==> config.mk <==
export PLATFORM = sky130hd
export DESIGN_NAME = tcam_lookup
export DESIGN_NICKNAME = d
export VERILOG_FILES = /design/src/rtl/tcam_pkg.sv /design/src/rtl/tcam_store.sv /design/src/rtl/tcam_match.sv /design/src/rtl/tcam_prio.sv /design/src/rtl/tcam_lookup.sv
export SDC_FILE = /design/constraint.sdc
export NUM_CORES = 1
export LEC_CHECK = 0
export ABC_AREA = 1
export BUFFER_PORTS_ARGS = -buffer_cell sky130_fd_sc_hd__buf_2
export CORE_MARGIN = 1
export CORE_UTILIZATION = 35
export DETAILED_ROUTE_END_ITERATION = 10
export HOLD_SLACK_MARGIN = 0.08
export SYNTH_ARGS = -nofsm -noshare
export SYNTH_HDL_FRONTEND = slang
export SYNTH_SLANG_ARGS = --single-unit
==> constraint.sdc <==
create_clock -name clk -period 2.57 [get_ports clk]
set_clock_uncertainty 0.05 [all_clocks]
set_input_delay 0.3855 -clock clk [delete_from_list [all_inputs] [get_ports clk]]
set_output_delay 0.3855 -clock clk [all_outputs]
set_load 0.02 [all_outputs]
==> src/rtl/tcam_pkg.sv <==
package tcam_pkg;
  function automatic int idx_bits(input int n);
    return (n > 1) ? $clog2(n) : 1;
  endfunction
endpackage

==> src/rtl/tcam_store.sv <==
module tcam_store #(
  parameter int ENTRIES = 16,
  parameter int WIDTH   = 8,
  parameter int DATA_W  = 4,
  localparam int AW     = tcam_pkg::idx_bits(ENTRIES)
) (
  input  logic                        clk,
  input  logic                        rst_n,
  input  logic                        wr_en,
  input  logic [AW-1:0]               wr_addr,
  input  logic [WIDTH-1:0]            wr_key,
  input  logic [DATA_W-1:0]           wr_data,
  input  logic                        wr_valid,
  output logic [ENTRIES*WIDTH-1:0]    key_flat,
  output logic [ENTRIES*DATA_W-1:0]   data_flat,
  output logic [ENTRIES-1:0]          valid_vec
);
  for (genvar i = 0; i < ENTRIES; i++) begin : g_ent
    logic              sel;
    logic [WIDTH-1:0]  key_q;
    logic [DATA_W-1:0] dat_q;
    logic              val_q;

    assign sel = wr_en && (wr_addr == AW'(i));

    always_ff @(posedge clk) begin
      if (sel) begin
        key_q <= wr_key;
        dat_q <= wr_data;
      end
    end

    always_ff @(posedge clk or negedge rst_n) begin
      if (!rst_n)   val_q <= 1'b0;
      else if (sel) val_q <= wr_valid;
    end

    assign key_flat[i*WIDTH +: WIDTH]    = key_q;
    assign data_flat[i*DATA_W +: DATA_W] = dat_q;
    assign valid_vec[i]                  = val_q;
  end
endmodule

==> src/rtl/tcam_match.sv <==
module tcam_match #(
  parameter int ENTRIES = 16,
  parameter int WIDTH   = 8
) (
  input  logic [ENTRIES*WIDTH-1:0] key_flat,
  input  logic [ENTRIES-1:0]       valid_vec,
  input  logic [WIDTH-1:0]         arg,
  input  logic [WIDTH-1:0]         mask,
  output logic [ENTRIES-1:0]       match_vec
);
  for (genvar i = 0; i < ENTRIES; i++) begin : g_cmp
    logic [WIDTH-1:0] diff;
    assign diff         = (key_flat[i*WIDTH +: WIDTH] ^ arg) & mask;
    assign match_vec[i] = valid_vec[i] && (diff == '0);
  end
endmodule

==> src/rtl/tcam_prio.sv <==
module tcam_prio #(
  parameter int ENTRIES = 16,
  localparam int AW     = tcam_pkg::idx_bits(ENTRIES)
) (
  input  logic [ENTRIES-1:0] vec,
  output logic               any,
  output logic [AW-1:0]      idx
);
  always_comb begin
    idx = '0;
    for (int i = ENTRIES - 1; i >= 0; i--) begin
      if (vec[i]) idx = AW'(i);
    end
    any = |vec;
  end
endmodule

==> src/rtl/tcam_lookup.sv <==
module tcam_lookup #(
  parameter int ENTRIES = 16,
  parameter int WIDTH   = 8,
  parameter int DATA_W  = 4,
  localparam int AW     = tcam_pkg::idx_bits(ENTRIES)
) (
  input  logic               clk,
  input  logic               rst_n,
  input  logic               wr_en,
  input  logic [AW-1:0]      wr_addr,
  input  logic [WIDTH-1:0]   wr_key,
  input  logic [DATA_W-1:0]  wr_data,
  input  logic               wr_valid,
  input  logic               rd_en,
  input  logic [AW-1:0]      rd_addr,
  output logic               rd_done,
  output logic [WIDTH-1:0]   rd_key,
  output logic [DATA_W-1:0]  rd_data,
  output logic               rd_valid,
  input  logic               cmp_en,
  input  logic [WIDTH-1:0]   cmp_arg,
  input  logic [WIDTH-1:0]   cmp_mask,
  output logic               cmp_done,
  output logic [ENTRIES-1:0] cmp_match,
  output logic               cmp_hit,
  output logic               cmp_miss,
  output logic [AW-1:0]      cmp_idx,
  output logic [DATA_W-1:0]  cmp_data
);
  // reset: asserted asynchronously, released on a clock edge
  logic rst_meta, rst_sync_n;
  always_ff @(posedge clk or negedge rst_n) begin
    if (!rst_n) begin
      rst_meta   <= 1'b0;
      rst_sync_n <= 1'b0;
    end else begin
      rst_meta   <= 1'b1;
      rst_sync_n <= rst_meta;
    end
  end

  logic [ENTRIES*WIDTH-1:0]  key_flat;
  logic [ENTRIES*DATA_W-1:0] data_flat;
  logic [ENTRIES-1:0]        valid_vec;
  logic [ENTRIES-1:0]        match_c;
  logic                      any_c;
  logic [AW-1:0]             idx_c;

  tcam_store #(.ENTRIES(ENTRIES), .WIDTH(WIDTH), .DATA_W(DATA_W)) u_store (
    .clk(clk), .rst_n(rst_sync_n),
    .wr_en(wr_en), .wr_addr(wr_addr), .wr_key(wr_key),
    .wr_data(wr_data), .wr_valid(wr_valid),
    .key_flat(key_flat), .data_flat(data_flat), .valid_vec(valid_vec)
  );

  tcam_match #(.ENTRIES(ENTRIES), .WIDTH(WIDTH)) u_match (
    .key_flat(key_flat), .valid_vec(valid_vec),
    .arg(cmp_arg), .mask(cmp_mask), .match_vec(match_c)
  );

  tcam_prio #(.ENTRIES(ENTRIES)) u_prio (
    .vec(match_c), .any(any_c), .idx(idx_c)
  );

  // next-state
  logic               cdone_d, chit_d, cmiss_d, rdone_d, rval_d;
  logic [ENTRIES-1:0] cmatch_d;
  logic [AW-1:0]      cidx_d;
  logic [DATA_W-1:0]  cdata_d, rdata_d;
  logic [WIDTH-1:0]   rkey_d;

  always_comb begin
    cdone_d  = cmp_en;
    cmatch_d = cmp_match;
    chit_d   = cmp_hit;
    cmiss_d  = cmp_miss;
    cidx_d   = cmp_idx;
    cdata_d  = cmp_data;
    if (cmp_en) begin
      cmatch_d = match_c;
      chit_d   = any_c;
      cmiss_d  = !any_c;
      cidx_d   = idx_c;
      cdata_d  = data_flat[int'(idx_c)*DATA_W +: DATA_W];
    end
    rdone_d = rd_en;
    rkey_d  = rd_key;
    rdata_d = rd_data;
    rval_d  = rd_valid;
    if (rd_en) begin
      rkey_d  = key_flat[int'(rd_addr)*WIDTH +: WIDTH];
      rdata_d = data_flat[int'(rd_addr)*DATA_W +: DATA_W];
      rval_d  = valid_vec[rd_addr];
    end
  end

  // registers
  always_ff @(posedge clk or negedge rst_sync_n) begin
    if (!rst_sync_n) begin
      cmp_done  <= 1'b0;
      cmp_match <= '0;
      cmp_hit   <= 1'b0;
      cmp_miss  <= 1'b0;
      cmp_idx   <= '0;
      cmp_data  <= '0;
      rd_done   <= 1'b0;
      rd_key    <= '0;
      rd_data   <= '0;
      rd_valid  <= 1'b0;
    end else begin
      cmp_done  <= cdone_d;
      cmp_match <= cmatch_d;
      cmp_hit   <= chit_d;
      cmp_miss  <= cmiss_d;
      cmp_idx   <= cidx_d;
      cmp_data  <= cdata_d;
      rd_done   <= rdone_d;
      rd_key    <= rkey_d;
      rd_data   <= rdata_d;
      rd_valid  <= rval_d;
    end
  end
endmodule

==> results.txt <==
Worst hold slack: 160 ps
Clock sinks: 251
Most frequent cell after synthesis: nand2_1
Remaining DRCs: 0
Worst R2R Setup Slack: -250 ps
Seq/Total Area, Yosys: 0.561
CTS tree: done
Ant diodes: 0
Mapped Nets: 1467
Final setup TNS: -909 ps
Die footprint: 0.0376 mm^2
First-pass DRT Iterations: 6
Starting Density: 0.359
Total track usage: 0.223
Final Util: 0.449
Clk_lat worst skew: 560 ps
Leakage Power: 6.58 nW
Synth area leader: edfxtp_1
DR vias/cell: 5.44
Syn Inst Count: 1425
RR Startpoint: u_store.g_ent[15].key_q[6]$_DFFE_PP_
GPL Wtd Cong: 0.930
CTS buffer count: 29
Final net count: 1679
Starting DRT DRC Count: 1115
Worst setup margin: -252 ps
List of most frequent post-synthesis cells: 220 x nand2_1, 203 x o21ai_0, 192 x edfxtp_1
Clk slew on worst S/H paths: 60 ps
Critical path arrival: 3220 ps
Final Max Slew Viols: 0
Top cells by area, synth: edfxtp_1 45%, dfrtp_1 11%, o21ai_0 7.9%
EDFF count, synth: 192
# IOs: 83
Top-area cell type share of the netlist area: 0.447
RSZ-0062 raised after global routing: yes
Detail Placement HPWL: 28.9 mm
Crit path kind: reg2reg
Worst ir drop on vdd: 0.569 mV
Cell depth of the worst hold path: 1
First-pass GRT wire length: 64.6 mm
Register bit count reported by yosys: 251
Port Buffer Count: 82
Area delta synth->final: 25.1%
Power Density: 665 mW/mm^2
Max Cap Viol: 0
R2R Path End: cmp_data[1]$_DFFE_PN0P_
Minimum clock period: 2820 ps
Status: finished with violations
Routed vias: 11500
Post-route ant nets: 0
Crit path from: u_store.g_ent[15].key_q[6]$_DFFE_PP_
Antenna violations before repair: 0
Final period util: 1.10
Tightest Pin Transition: 699 ps
Die Y: 194 um
Final Hold Viols: 0
Root buf cell: clkbuf_16
Worst path required time: 2960 ps
WL/cell: 20.3 um
CORE AREA: 0.0359 mm^2
Number of global-route vias before repair: 10900
Largest net degree at the start of global routing: 85
Async SR Flop Fraction: 0.235
Filler Cell Count: 3432
Drt total wl: 43.0 mm
Startpoint type of the worst setup path: register
Die X: 194 um
CTS H-tree depth: 1
Floorplan row count: 69
Critical path peak fanout: 7
Main synth FF type: edfxtp_1
Syn. warnings: 0
Critical path endpoint: cmp_data[1]$_DFFE_PN0P_
Post-synthesis cell type count: 43
Hold Crit Class: in2reg
Max_slew headroom: 0.534
F_max: 354 MHz
Power, Total: 10.7 mW
Syn avg cell area: 9.05 um^2
Cell area after synthesis: 0.0129 mm^2
Maximum clock path buffer count: 3
Cells on worst reg2reg path: 27
Grt ovf: 0
Setup violators final: 4
Failing checks: negative setup slack
CP Capture Type: register
Layout cells sized above 1: 0.230
metal layers:
metal  wire [um]  share of wire  global-route usage  vias to the layer above
li1            -              -                   -                     5442
met1       18600           0.43               0.306                     5512
met2       20200           0.47               0.371                      501
met3        3020          0.070              0.0256                       77
met4        1220          0.028              0.0667                        0
met5           0              0                   0                        -
sequential cells by signal (all words and copies together), names as in the netlist:
name,flops
cmp_data,4
cmp_done,1
cmp_hit,1
cmp_idx,4
cmp_match,16
cmp_miss,1
rd_data,4
rd_done,1
rd_key,8
rd_valid,1
rst_meta,1
rst_sync_n,1
u_store.g_ent.dat_q,64
u_store.g_ent.key_q,128
u_store.g_ent.val_q,16
cells in the final DEF (no fill, tap or decap), types with 11 or more instances in the layout:
master	instances
nor2_1	135
o211ai_1	11
edfxtp_1	192
buf_4	171
buf_2	82
nand3_2	12
o21ai_0	200
clkbuf_1	11
nand2_1	217
clkbuf_16	31
a31oi_1	14
or2_2	25
o221ai_1	19
dfrtp_1	58
nand4_1	12
inv_1	91
o21ai_1	16
nand3_1	122
a21oi_1	118
power by group:
group          switching, mW  internal [mW]  total, mW  leakage (nW)
Sequential             0.134           4.59       4.72          2.46
Combinational           1.25          0.745       2.00          3.67
Clock                   1.66           2.36       4.02         0.451
Total                   3.05           7.69       10.7          6.58
worst max-delay path: stages, from the launching register on:
cell	delay, ps
edfxtp_1	410
nor2_1	120
nor2_1	50
nor2_2	230
nand3_2	100
nor2_2	130
nand2_1	60
nand2_1	50
nand2_1	60
nand2_1	60
nand2_1	50
nand2_1	50
nand2_1	50
nand2_1	70
nand2_1	50
nand2_1	80
nand2_2	60
nand2_2	70
nand2_4	100
nand2_8	140
buf_16	140
nand3_1	80
nand3_1	90
nand3_1	80
nand3_1	100
nand2_1	60
nand2_1	60
nand2_1	50
kinds of logic (layout without fill, tap and decap cells):
logic type                Yosys count  in the layout  share of synthesized area
AOI/OAI and AO/OA                 402            402                      0.170
and+or+nand+nor                   571            575                      0.197
DFF                               251            251                      0.561
muxes                               1              1                   0.000873
other                               1              1                   0.000291
xor gates and xnor gates            7              7                    0.00533
buffers and inverters             192            423                     0.0658
per-stage QoR:
stage	instances	setup slack, ps	cell area [um^2]
final	2121	-252	16100
after global placement	2054	-663	14900
after CTS	2116	-143	16000
after global routing	2121	-451	16100
after floorplan	1425	69.8	12900
after detailed placement	2054	-674	14900
how the worst min path moves through the flow:
stage               slack, ps                                   end  startpoint
floorplan                  40                    rst_meta$_DFF_PN0_       rst_n
global placement          120                    rst_meta$_DFF_PN0_       rst_n
detailed placement        120                    rst_meta$_DFF_PN0_       rst_n
CTS                       140  u_store.g_ent[12].dat_q[3]$_DFFE_PP_  wr_data[3]
global route              170  u_store.g_ent[12].dat_q[3]$_DFFE_PP_  wr_data[3]
finish                    160  u_store.g_ent[12].dat_q[3]$_DFFE_PP_  wr_data[3]
what timing repair did:
item / 4_1_cts / 5_1_grt
cloned: 3 / 4
resized for setup: 24 / 17
hold buffers: 3 / 0
endpoints found under the setup margin: 6 / 6
endpoints found under the hold margin: 3 / 0
pin swaps: 7 / 29
setup buffers: 2 / 1
layout make-up:
type	count	area, um^2	share of cell area
Multi-Input combinational cell	986	5010	0.311
Tap cell	461	577	0.0357
Clock inverter	9	73.8	0.00457
Inverter	99	373	0.0231
Sequential cell	251	7240	0.449
Timing Repair Buffer	270	2020	0.125
Clock buffer	45	847	0.0525
Note: power is estimated with default switching activity, not from simulation.
